--- config.mk ---
export PLATFORM = sky130hd
export DESIGN_NAME = mbus_ctrl
export DESIGN_NICKNAME = d
export VERILOG_FILES = /design/src/rtl/mbus_pkg.sv /design/src/rtl/mbus_seq.sv /design/src/rtl/mbus_boot.sv /design/src/rtl/mbus_pins.sv /design/src/rtl/mbus_ctrl.sv
export SDC_FILE = /design/constraint.sdc
export NUM_CORES = 1
export LEC_CHECK = 0
export ABC_AREA = 1
export CAP_MARGIN = 20
export CORE_MARGIN = 2
export CORE_UTILIZATION = 60
export CTS_CLUSTER_SIZE = 14
export DETAILED_ROUTE_END_ITERATION = 10
export DONT_BUFFER_PORTS = 1
export PLACE_DENSITY = 0.76
export SYNTH_ARGS = -nofsm -noshare
export SYNTH_HDL_FRONTEND = slang
export SYNTH_SLANG_ARGS = --single-unit
--- constraint.sdc ---
create_clock -name clk -period 1.8 [get_ports clk]
set_input_delay 0.27 -clock clk [delete_from_list [all_inputs] [get_ports clk]]
set_output_delay 0.27 -clock clk [all_outputs]
set_load 0.01 [all_outputs]
--- src/rtl/mbus_pkg.sv ---
package mbus_pkg;

   typedef enum logic [2:0] {
      PH_IDLE = 3'd0,
      PH_HOLD = 3'd1,
      PH_T1   = 3'd2,
      PH_T2   = 3'd3,
      PH_T3   = 3'd4
   } phase_e;

   function automatic logic ph_active(input phase_e p);
      return (p == PH_T1) || (p == PH_T2) || (p == PH_T3);
   endfunction

   function automatic logic ph_data(input phase_e p);
      return (p == PH_T2) || (p == PH_T3);
   endfunction

endpackage

--- src/rtl/mbus_seq.sv ---
module mbus_seq
   import mbus_pkg::*;
#(
   parameter int ADDR_W = 16,
   parameter int DATA_W = 8
) (
   input  logic              clk,
   input  logic              rst_n,
   input  logic              req_valid,
   input  logic [ADDR_W-1:0] req_addr,
   input  logic              req_write,
   input  logic              req_dspace,
   input  logic              req_onchip,
   input  logic [DATA_W-1:0] req_wdata,
   input  logic              bus_float,
   input  logic              boot_pend,
   input  logic [ADDR_W-1:0] boot_addr,
   output phase_e            phase,
   output logic [ADDR_W-1:0] cur_addr,
   output logic              cur_write,
   output logic              cur_dspace,
   output logic              cur_onchip,
   output logic              cur_boot,
   output logic [DATA_W-1:0] cur_wdata,
   output logic              req_ready,
   output logic              cyc_end
);

   phase_e nxt_phase;
   logic   take_boot;
   logic   take_req;

   assign req_ready = (phase == PH_IDLE) && !boot_pend;
   assign take_boot = (phase == PH_IDLE) && boot_pend;
   assign take_req  = req_ready && req_valid;
   assign cyc_end   = (phase == PH_T3);

   always_comb begin
      nxt_phase = phase;
      case (phase)
         PH_IDLE: begin
            if (take_boot) begin
               nxt_phase = bus_float ? PH_HOLD : PH_T1;
            end else if (take_req) begin
               nxt_phase = (bus_float && !req_onchip) ? PH_HOLD : PH_T1;
            end
         end
         PH_HOLD: if (!bus_float) nxt_phase = PH_T1;
         PH_T1:   nxt_phase = PH_T2;
         PH_T2:   nxt_phase = PH_T3;
         PH_T3:   nxt_phase = PH_IDLE;
         default: nxt_phase = PH_IDLE;
      endcase
   end

   always_ff @(posedge clk or negedge rst_n) begin
      if (!rst_n) begin
         phase <= PH_IDLE;
      end else begin
         phase <= nxt_phase;
      end
   end

   always_ff @(posedge clk or negedge rst_n) begin
      if (!rst_n) begin
         cur_addr   <= '0;
         cur_write  <= 1'b0;
         cur_dspace <= 1'b0;
         cur_onchip <= 1'b0;
         cur_boot   <= 1'b0;
         cur_wdata  <= '0;
      end else if (take_boot) begin
         cur_addr   <= boot_addr;
         cur_write  <= 1'b0;
         cur_dspace <= 1'b0;
         cur_onchip <= 1'b0;
         cur_boot   <= 1'b1;
         cur_wdata  <= '0;
      end else if (take_req) begin
         cur_addr   <= req_addr;
         cur_write  <= req_write;
         cur_dspace <= req_dspace;
         cur_onchip <= req_onchip;
         cur_boot   <= 1'b0;
         cur_wdata  <= req_wdata;
      end
   end

endmodule

--- src/rtl/mbus_boot.sv ---
module mbus_boot #(
   parameter int ADDR_W   = 16,
   parameter int DATA_W   = 8,
   parameter int VEC_BASE = 0,
   parameter bit HI_FIRST = 1'b1
) (
   input  logic              clk,
   input  logic              rst_n,
   input  logic              cyc_end,
   input  logic              cur_boot,
   input  logic [DATA_W-1:0] cap_byte,
   output logic              boot_pend,
   output logic [ADDR_W-1:0] boot_addr,
   output logic              boot_valid,
   output logic [ADDR_W-1:0] boot_vector
);

   localparam int VEC_W = 2 * DATA_W;
   localparam logic [1:0] STEPS = 2'd2;

   logic [1:0]        step;
   logic [DATA_W-1:0] first_q;
   logic [VEC_W-1:0]  joined;

   assign boot_pend = (step != STEPS);
   assign boot_addr = ADDR_W'(VEC_BASE) + ADDR_W'(step);

   generate
      if (HI_FIRST) begin : g_hi_first
         assign joined = {first_q, cap_byte};
      end else begin : g_lo_first
         assign joined = {cap_byte, first_q};
      end
   endgenerate

   always_ff @(posedge clk or negedge rst_n) begin
      if (!rst_n) begin
         step        <= '0;
         first_q     <= '0;
         boot_valid  <= 1'b0;
         boot_vector <= '0;
      end else begin
         boot_valid <= 1'b0;
         if (cyc_end && cur_boot) begin
            step <= step + 2'd1;
            if (step == 2'd0) begin
               first_q <= cap_byte;
            end else begin
               boot_valid  <= 1'b1;
               boot_vector <= joined[ADDR_W-1:0];
            end
         end
      end
   end

endmodule

--- src/rtl/mbus_pins.sv ---
module mbus_pins
   import mbus_pkg::*;
#(
   parameter int ADDR_W = 16,
   parameter int DATA_W = 8
) (
   input  phase_e                   phase,
   input  logic [ADDR_W-1:0]        cur_addr,
   input  logic                     cur_write,
   input  logic                     cur_dspace,
   input  logic                     cur_onchip,
   input  logic [DATA_W-1:0]        cur_wdata,
   input  logic                     bus_float,
   output logic                     bus_as_n,
   output logic                     bus_ds_n,
   output logic                     bus_rw,
   output logic                     bus_dspace,
   output logic [ADDR_W-DATA_W-1:0] bus_ahi,
   output logic [DATA_W-1:0]        bus_ad_out,
   output logic                     bus_ad_oe,
   output logic                     bus_en
);

   localparam int HI_W = ADDR_W - DATA_W;

   logic active;
   logic data_ph;
   logic ext_wr;
   logic oe_raw;

   assign active  = ph_active(phase);
   assign data_ph = ph_data(phase);
   assign ext_wr  = cur_write && !cur_onchip;

   assign bus_as_n   = (phase != PH_T1);
   assign bus_ds_n   = !(data_ph && !cur_onchip);
   assign bus_rw     = !(active && ext_wr);
   assign bus_dspace = active && cur_dspace;
   assign bus_ahi    = active ? cur_addr[ADDR_W-1 -: HI_W] : '0;
   assign bus_en     = !bus_float;

   assign oe_raw    = (phase == PH_T1) || (data_ph && ext_wr);
   assign bus_ad_oe = oe_raw && !bus_float;

   always_comb begin
      bus_ad_out = '0;
      if (phase == PH_T1) begin
         bus_ad_out = cur_addr[DATA_W-1:0];
      end else if (data_ph && ext_wr) begin
         bus_ad_out = cur_wdata;
      end
   end

endmodule

--- src/rtl/mbus_ctrl.sv ---
module mbus_ctrl
   import mbus_pkg::*;
#(
   parameter int ADDR_W   = 16,
   parameter int DATA_W   = 8,
   parameter int VEC_BASE = 0,
   parameter bit HI_FIRST = 1'b1
) (
   input  logic                     clk,
   input  logic                     rst_n,
   input  logic                     req_valid,
   output logic                     req_ready,
   input  logic [ADDR_W-1:0]        req_addr,
   input  logic                     req_write,
   input  logic                     req_dspace,
   input  logic                     req_onchip,
   input  logic [DATA_W-1:0]        req_wdata,
   output logic                     rsp_done,
   output logic [DATA_W-1:0]        rsp_rdata,
   input  logic [DATA_W-1:0]        onchip_rdata,
   input  logic                     bus_float,
   output logic                     boot_valid,
   output logic [ADDR_W-1:0]        boot_vector,
   output logic                     bus_as_n,
   output logic                     bus_ds_n,
   output logic                     bus_rw,
   output logic                     bus_dspace,
   output logic [ADDR_W-DATA_W-1:0] bus_ahi,
   output logic [DATA_W-1:0]        bus_ad_out,
   output logic                     bus_ad_oe,
   input  logic [DATA_W-1:0]        bus_ad_in,
   output logic                     bus_en
);

   generate
      if (DATA_W < 1) begin : g_bad_data
         $error("mbus_ctrl: DATA_W must be at least 1");
      end
      if (ADDR_W <= DATA_W || ADDR_W > 2 * DATA_W) begin : g_bad_addr
         $error("mbus_ctrl: ADDR_W must lie above DATA_W and at most 2*DATA_W");
      end
      if (VEC_BASE < 0 || VEC_BASE + 1 >= (1 << ADDR_W)) begin : g_bad_base
         $error("mbus_ctrl: VEC_BASE out of address range");
      end
   endgenerate

   phase_e            phase;
   logic [ADDR_W-1:0] cur_addr;
   logic              cur_write;
   logic              cur_dspace;
   logic              cur_onchip;
   logic              cur_boot;
   logic [DATA_W-1:0] cur_wdata;
   logic              cyc_end;
   logic              boot_pend;
   logic [ADDR_W-1:0] boot_addr;
   logic [DATA_W-1:0] cap_byte;

   assign cap_byte = cur_onchip ? onchip_rdata : bus_ad_in;

   mbus_seq #(.ADDR_W(ADDR_W), .DATA_W(DATA_W)) seq_i (
      .clk        (clk),
      .rst_n      (rst_n),
      .req_valid  (req_valid),
      .req_addr   (req_addr),
      .req_write  (req_write),
      .req_dspace (req_dspace),
      .req_onchip (req_onchip),
      .req_wdata  (req_wdata),
      .bus_float  (bus_float),
      .boot_pend  (boot_pend),
      .boot_addr  (boot_addr),
      .phase      (phase),
      .cur_addr   (cur_addr),
      .cur_write  (cur_write),
      .cur_dspace (cur_dspace),
      .cur_onchip (cur_onchip),
      .cur_boot   (cur_boot),
      .cur_wdata  (cur_wdata),
      .req_ready  (req_ready),
      .cyc_end    (cyc_end)
   );

   mbus_boot #(
      .ADDR_W   (ADDR_W),
      .DATA_W   (DATA_W),
      .VEC_BASE (VEC_BASE),
      .HI_FIRST (HI_FIRST)
   ) boot_i (
      .clk         (clk),
      .rst_n       (rst_n),
      .cyc_end     (cyc_end),
      .cur_boot    (cur_boot),
      .cap_byte    (cap_byte),
      .boot_pend   (boot_pend),
      .boot_addr   (boot_addr),
      .boot_valid  (boot_valid),
      .boot_vector (boot_vector)
   );

   mbus_pins #(.ADDR_W(ADDR_W), .DATA_W(DATA_W)) pins_i (
      .phase      (phase),
      .cur_addr   (cur_addr),
      .cur_write  (cur_write),
      .cur_dspace (cur_dspace),
      .cur_onchip (cur_onchip),
      .cur_wdata  (cur_wdata),
      .bus_float  (bus_float),
      .bus_as_n   (bus_as_n),
      .bus_ds_n   (bus_ds_n),
      .bus_rw     (bus_rw),
      .bus_dspace (bus_dspace),
      .bus_ahi    (bus_ahi),
      .bus_ad_out (bus_ad_out),
      .bus_ad_oe  (bus_ad_oe),
      .bus_en     (bus_en)
   );

   // response registered at the edge that ends T3
   always_ff @(posedge clk or negedge rst_n) begin
      if (!rst_n) begin
         rsp_done  <= 1'b0;
         rsp_rdata <= '0;
      end else begin
         rsp_done <= cyc_end && !cur_boot;
         if (cyc_end && !cur_boot && !cur_write) begin
            rsp_rdata <= cap_byte;
         end
      end
   end

endmodule

==> results of run 1 <==
[per-stage QoR]
stage / worst slack (ns) / hold slack [ns] / instance area [um2] / cells / total power, mW
after floorplan: 0.286 / -0.0256 / 3080 / 369 / 3.81
after global placement: 0.223 / -0.0242 / 3190 / 439 / 4.27
after detailed placement: 0.114 / -0.0243 / 3190 / 439 / 4.35
after CTS: -0.0287 / -0.401 / 3430 / 457 / 5.61
after global routing: -0.0621 / -0.398 / 3550 / 462 / 6.18
final: -0.0226 / -0.384 / 3550 / 462 / 5.80
[worst min-delay path by stage]
stage               cells past startpoint   from                                 end  slack [ns]
CTS                                     0  rst_n   boot_i.boot_vector[6]$_DFFE_PN0P_       -0.40
global placement                        0  rst_n         boot_i.boot_valid$_DFF_PN0_       -0.02
finish                                  0  rst_n  boot_i.boot_vector[15]$_DFFE_PN0P_       -0.38
floorplan                               0  rst_n         boot_i.boot_valid$_DFF_PN0_       -0.03
global route                            0  rst_n  boot_i.boot_vector[15]$_DFFE_PN0P_       -0.40
detailed placement                      0  rst_n  boot_i.boot_vector[13]$_DFFE_PN0P_       -0.02
[critical path, stage by stage, from the launching register on]
cell,delay (ns)
sky130_fd_sc_hd__dfrtp_2,0.45
sky130_fd_sc_hd__nor2_4,0.17
sky130_fd_sc_hd__nand2_4,0.08
sky130_fd_sc_hd__o21ai_4,0.11
sky130_fd_sc_hd__nand2_4,0.12
sky130_fd_sc_hd__o21ai_1,0.15
sky130_fd_sc_hd__buf_4,0.14
[area by class of cell]
class / instances / area, um2 / area share, %
multi-input combinational: 245 / 1250 / 35.1
clock inverter: 6 / 47.5 / 1.34
inverter: 44 / 170 / 4.79
sequential: 67 / 1680 / 47.3
tap: 70 / 87.6 / 2.47
timing repair buffer: 20 / 180 / 5.08
clock buffer: 10 / 138 / 3.88
[cell usage in the layout (no fill, tap or decap), drive strengths merged]
cell type / netlist / layout
nand2: 125 / 126
ha: 2 / 2
a21oi: 3 / 3
nor2: 18 / 18
nand3: 27 / 27
clkinvlp: 0 / 1
xor2: 1 / 1
clkbuf: 5 / 11
buf: 9 / 19
nor3: 1 / 1
clkinv: 2 / 4
o211ai: 1 / 1
dfrtp: 67 / 67
inv: 42 / 45
o21ai: 64 / 64
nand4: 2 / 2
[state kept, by name, indices dropped and copies added, names as in the netlist]
name	flops
seq_i.cur_boot	1
seq_i.cur_write	1
seq_i.cur_dspace	1
seq_i.phase	3
boot_i.step	2
rsp_rdata	8
seq_i.cur_addr	16
rsp_done	1
seq_i.cur_wdata	8
boot_i.boot_vector	16
boot_i.boot_valid	1
boot_i.first_q	8
seq_i.cur_onchip	1
[layer usage]
| metal | global-route usage, % | vias to the layer above |
|---|---|---|
| met1 | 31.8 | 1208 |
| met4 | 12.9 | 0 |
| met3 | 4.10 | 19 |
| met5 | 0 | - |
| met2 | 42.3 | 98 |
| li1 | - | 1206 |
[power breakdown]
| part | internal (mW) | total [mW] | switching [mW] |
|---|---|---|---|
| Sequential | 2.07 | 2.55 | 0.483 |
| Clock | 0.549 | 1.16 | 0.612 |
| Combinational | 0.669 | 2.08 | 1.41 |
| Total | 3.29 | 5.80 | 2.51 |
[timing repair]
item                                    CTS  global route
cloned                                    0             2
endpoints found under the setup margin   18            19
pin swaps                                 3             3
resized for setup                        18            22
buffers inserted                          2             3
hold endpoints to repair                 67            67
[logic make-up after synthesis]
family / count (synthesis) / synth area share [%]
AOI/OAI and AO/OA: 68 / 11.3
xor gates and xnor gates: 1 / 0.285
adders and majority gates: 2 / 0.813
buffers and inverters: 58 / 8.37
DFF: 67 / 54.5
and+or+nand+nor: 173 / 24.8
==> results.cfg, run 1 <==
[cts]
clock_tree_from_tritoncts = built
clk-insertion-delay-late_ns = 0.34
clock-sinks = 67
cts-htree-levels = 3
ctsLongestPathBuffers = 2
cts_buffers = 9
clkSlewWorstSetupHoldPaths_ns = 0.08
ctsRootBufferMaster = sky130_fd_sc_hd__clkbuf_8

[global_routing]
number_of_global_route_vias_before_repair = 2377
antenna_found_initial = 0
grt_overflow = 0
grt_start_max_net_pins = 68
grt_usage_pct = 25.3
grt_first_pass_wirelength_um = 10700

[finish]
post_route_cells_drive_above_1_share_pct = 19.4
layout.core_utilization_pct = 70.4
layout-area-overhead-vs-synth_pct = 15.3
nNetsFinal = 436
fill_cells = 391
num_antenna_cells = 0

[sta]
final_worst_path_cycle_share_pct = 101
timing.clock.skew_ns = 0.00939
worstMarginPinSlew_ns = 0.306
rsz0062_at_grt = yes
fin_hold_ws_ns = -0.384
finalSetupViolCount = 4
tns_ns = -0.0277
max_freq_mhz = 549
finalHoldViolCount = 67
slew_violations = 0
slew_headroom_pct = 79.5
period_needed_ns = 1.82
timing.final.ws_setup_ns = -0.0226

[synth]
netlist_top_cells_count = sky130_fd_sc_hd__nand2_1 (124), sky130_fd_sc_hd__dfrtp_1 (67), sky130_fd_sc_hd__o21ai_0 (52)
synth_top_flop_cell = sky130_fd_sc_hd__dfrtp_1
netlist_area_mm2 = 0.00308
synth-async-reset-ratio_pct = 100
ys_warn_count = 0
post_synthesis_sequential_area_ratio_pct = 54.5
synth.lib_cells_used.distinct = 24
syn_area_per_cell_um2 = 8.34
syn-instance-count = 369
synth.net_count = 418
yosys.area.top_type_share_pct = 54.5
post-synth-top-count-cell = sky130_fd_sc_hd__nand2_1
synth-edff-count = 0
postSynthRegisterBits = 67
synthDominantAreaCellType = sky130_fd_sc_hd__dfrtp_1
synth_area_leaders = sky130_fd_sc_hd__dfrtp_1 (54%), sky130_fd_sc_hd__nand2_1 (15%), sky130_fd_sc_hd__o21ai_0 (8.5%)

[route]
firstDrtPassIters = 5
via_per_inst = 5.48
wl_per_cell_um = 15.8
route.final.wire_length_um = 7290
dr.first_iter.drc_count = 131
met3RoutedLength_um = 428
drc_errors = 0
total_routed_wire_length_on_the_met1_layer_um = 2880
vias = 2531
antenna_violating_nets_post_route = 0
maxUsedRoutingLayer = met4
wl_met2_um = 3800

[hold_path]
timing.hold.worst.class = in2async

[pwr]
static-leakage-power_nw = 1.73
ir_drop_uv = 800
power_density_mw_per_mm2 = 1630

[worst_setup_path]
setup.worst_path.start = seq_i.phase[0]$_DFFE_PN0P_
cp_max_fo = 5
worst_endpoint_required_time_ns = 1.53
path_class = reg2out
worst_setup_path_endpoint = bus_ad_out[5]
cp.arrival_ns = 1.55
r2r_end = boot_i.boot_vector[12]$_DFFE_PN0P_
reg2regPathDepth = 8
worstSetupEndpointType = primary output
critical_path.reg2reg.startpoint = seq_i.phase[0]$_DFFE_PN0P_
timing.reg2reg.setup_slack_ns = 0.24
start_kind = flop

[die]
die_width_um = 75.6
die_height_um = 75.6
total_die_area_mm2 = 0.00572
starting_density_of_the_core_pct = 61.0
design.portCount = 96
placementRows = 26
floorplan.core_area_mm2 = 0.00504

[placed_design]
gpl_congestion = 0.846
port_buffers = 0
dp_hpwl_um = 4720

[flow_run]
drv.max_cap_violation_count = 0

[run_status]
violations = hold timing, setup timing
run_status = complete, but fails checks
Power figures use the tool's default switching activity.
==> run 2: changes to the inputs <==
--- a/config.mk
+++ b/config.mk
@@ -13,6 +13,7 @@
 export DETAILED_ROUTE_END_ITERATION = 10
 export DONT_BUFFER_PORTS = 1
 export PLACE_DENSITY = 0.76
+export SETUP_SLACK_MARGIN = 0.3
 export SYNTH_ARGS = -nofsm -noshare
 export SYNTH_HDL_FRONTEND = slang
 export SYNTH_SLANG_ARGS = --single-unit
==> run 2 against run 1 <==
Against the previous run:
- the flow still finishes with violations (hold timing, setup timing)
- flip-flop and latch count is the same
- global-route usage grew 4.3 points
- hold slack lost 0.022 ns
- clock-buffer cell count is the same
- first-iteration DRC count grew 130%
- register-to-register slack lost 0.14 ns
- total power grew 30%
- clock skew is essentially flat
- clock power grew 5%
- combinational power grew 75%
- final area grew 25%
- highest routed layer unchanged
==> results.cfg, run 2 (same netlist as run 1, synthesis figures left out) <==
[global_routing]
grt_usage_pct = 29.5
grt_start_max_net_pins = 68
grt_first_pass_wirelength_um = 12400
number_of_global_route_vias_before_repair = 2626
antenna_found_initial = 0
grt_overflow = 0

[die]
design.portCount = 96
die_height_um = 75.6
floorplan.core_area_mm2 = 0.00504
placementRows = 26
die_width_um = 75.6
starting_density_of_the_core_pct = 61.0
total_die_area_mm2 = 0.00572

[finish]
nNetsFinal = 470
post_route_cells_drive_above_1_share_pct = 47.4
num_antenna_cells = 0
layout-area-overhead-vs-synth_pct = 44.3
top_regs = boot_i.boot_vector (16), seq_i.cur_addr (16)
fill_cells = 224
layout_common_cells = sky130_fd_sc_hd__nand2_1 (88), sky130_fd_sc_hd__dfrtp_1 (65), sky130_fd_sc_hd__o21ai_2 (40)
layout_commonest_cell = sky130_fd_sc_hd__nand2_1
layout.core_utilization_pct = 88.1

[worst_setup_path]
critPathMaxStageDelay_ns = 0.47
reg2regPathDepth = 8
cp_max_fo = 5
worst_endpoint_required_time_ns = 1.53
critical_path.reg2reg.startpoint = seq_i.phase[1]$_DFFE_PN0P_
worst_path_max_delay_cell = sky130_fd_sc_hd__dfrtp_2
path_common_cell = sky130_fd_sc_hd__nand2_4
start_kind = flop
crit_chain = nor2_4 -> nand2_4 -> o21ai_4 -> nand2_4 -> o21ai_1 -> buf_4
timing.reg2reg.setup_slack_ns = 0.10
r2r_end = seq_i.cur_addr[4]$_DFFE_PN0P_
worstSetupEndpointType = primary output
cp.arrival_ns = 1.70
path_class = reg2out

[route]
vias = 3015
via_per_inst = 6.08
drc_errors = 0
route.final.wire_length_um = 10700
wl_per_cell_um = 21.5
firstDrtPassIters = 8
antenna_violating_nets_post_route = 0
dr.first_iter.drc_count = 295

[cts]
clock-sinks = 67
cts_buffers = 9
clock_tree_from_tritoncts = built
clk-insertion-delay-late_ns = 0.36
ctsLongestPathBuffers = 2
cts-htree-levels = 3
ctsRootBufferMaster = sky130_fd_sc_hd__clkbuf_8
clkSlewWorstSetupHoldPaths_ns = 0.09

[pwr]
ir_drop_uv = 943
power_density_mw_per_mm2 = 1700
static-leakage-power_nw = 2.06

[sta]
timing.final.ws_setup_ns = -0.173
slew_headroom_pct = 70.9
rsz0062_at_grt = yes
finalSetupViolCount = 17
fin_hold_ws_ns = -0.406
finalHoldViolCount = 67
max_freq_mhz = 507
period_needed_ns = 1.97
slew_violations = 0
worstMarginPinSlew_ns = 0.435
timing.clock.skew_ns = 0.00956
final_worst_path_cycle_share_pct = 110

[placed_design]
dp_hpwl_um = 4720
gpl_congestion = 0.846
port_buffers = 0

[run_status]
run_status = complete, but fails checks
violations = hold timing, setup timing

[flow_run]
drv.max_cap_violation_count = 0

[hold_path]
timing.hold.worst.class = in2async
-- run 2: cell count changes in the layout (fill, tap and decap cells not counted), sizes merged --
cell / delta
clkinvlp: +2
inv: -2
clkbuf: +1
buf: +30
clkinv: +3
-- run 2: through the flow --
| step | total power [mW] | instances | worst slack (ns) | instance area, um2 | setup TNS (ns) |
|---|---|---|---|---|---|
| after floorplan | 3.81 | 369 | 0.286 | 3080 | 0 |
| after global placement | 4.27 | 439 | 0.223 | 3190 | 0 |
| after detailed placement | 4.35 | 439 | 0.114 | 3190 | 0 |
| after CTS | 6.27 | 477 | -0.0214 | 3850 | -0.0966 |
| after global routing | 7.88 | 496 | -0.205 | 4440 | -1.69 |
| final | 7.54 | 496 | -0.173 | 4440 | -0.985 |
-- run 2: final cells by class --
type	count	area, um2	share of cell area (%)
Timing Repair Buffer	51	592	13.3
Tap cell	70	87.6	1.97
Clock inverter	6	47.5	1.07
Sequential cell	67	1680	37.8
Clock buffer	10	138	3.10
Multi-Input combinational cell	245	1660	37.5
Inverter	44	193	4.34
Timing Repair inverter	3	40.0	0.902
-- run 2: how the worst max path moves through the flow --
stage	end	slack [ns]	depth (start not counted)	startpoint
detailed placement	bus_ad_out[7]	0.11	6	seq_i.phase[2]$_DFFE_PN0P_
global placement	bus_ad_out[0]	0.22	6	seq_i.phase[0]$_DFFE_PN0P_
finish	bus_ad_out[5]	-0.17	6	seq_i.phase[1]$_DFFE_PN0P_
floorplan	bus_ad_out[0]	0.29	5	seq_i.phase[2]$_DFFE_PN0P_
CTS	bus_ad_out[7]	-0.02	7	seq_i.phase[2]$_DFFE_PN0P_
global route	bus_ad_out[5]	-0.21	6	seq_i.phase[0]$_DFFE_PN0P_
-- run 2: repair_timing --
item,CTS,global route
pin swaps,17,36
cloned,5,7
endpoints found under the setup margin,43,83
setup buffers,17,12
endpoints found under the hold margin,67,67
resized for setup,112,126
-- run 2: critical path: cells and delay by family (launching register included) --
family / cells / cell delay, ns
AO/OA/AOI/OAI: 2 / 0.33
buffers and inverters: 1 / 0.16
flip-flops: 1 / 0.47
AND/OR/NAND/NOR: 3 / 0.37
-- run 2: where the power goes --
group	internal [mW]	switching [mW]
registers	2.07	0.605
logic	1.43	2.20
clock network	0.550	0.674
total	4.05	3.48
-- run 2: routing by layer --
layer | wire, um | track usage [%]
met1 | 3620 | 35.2
met2 | 5700 | 51.9
met3 | 792 | 4.89
met4 | 571 | 14.4
met5 | 0 | 0
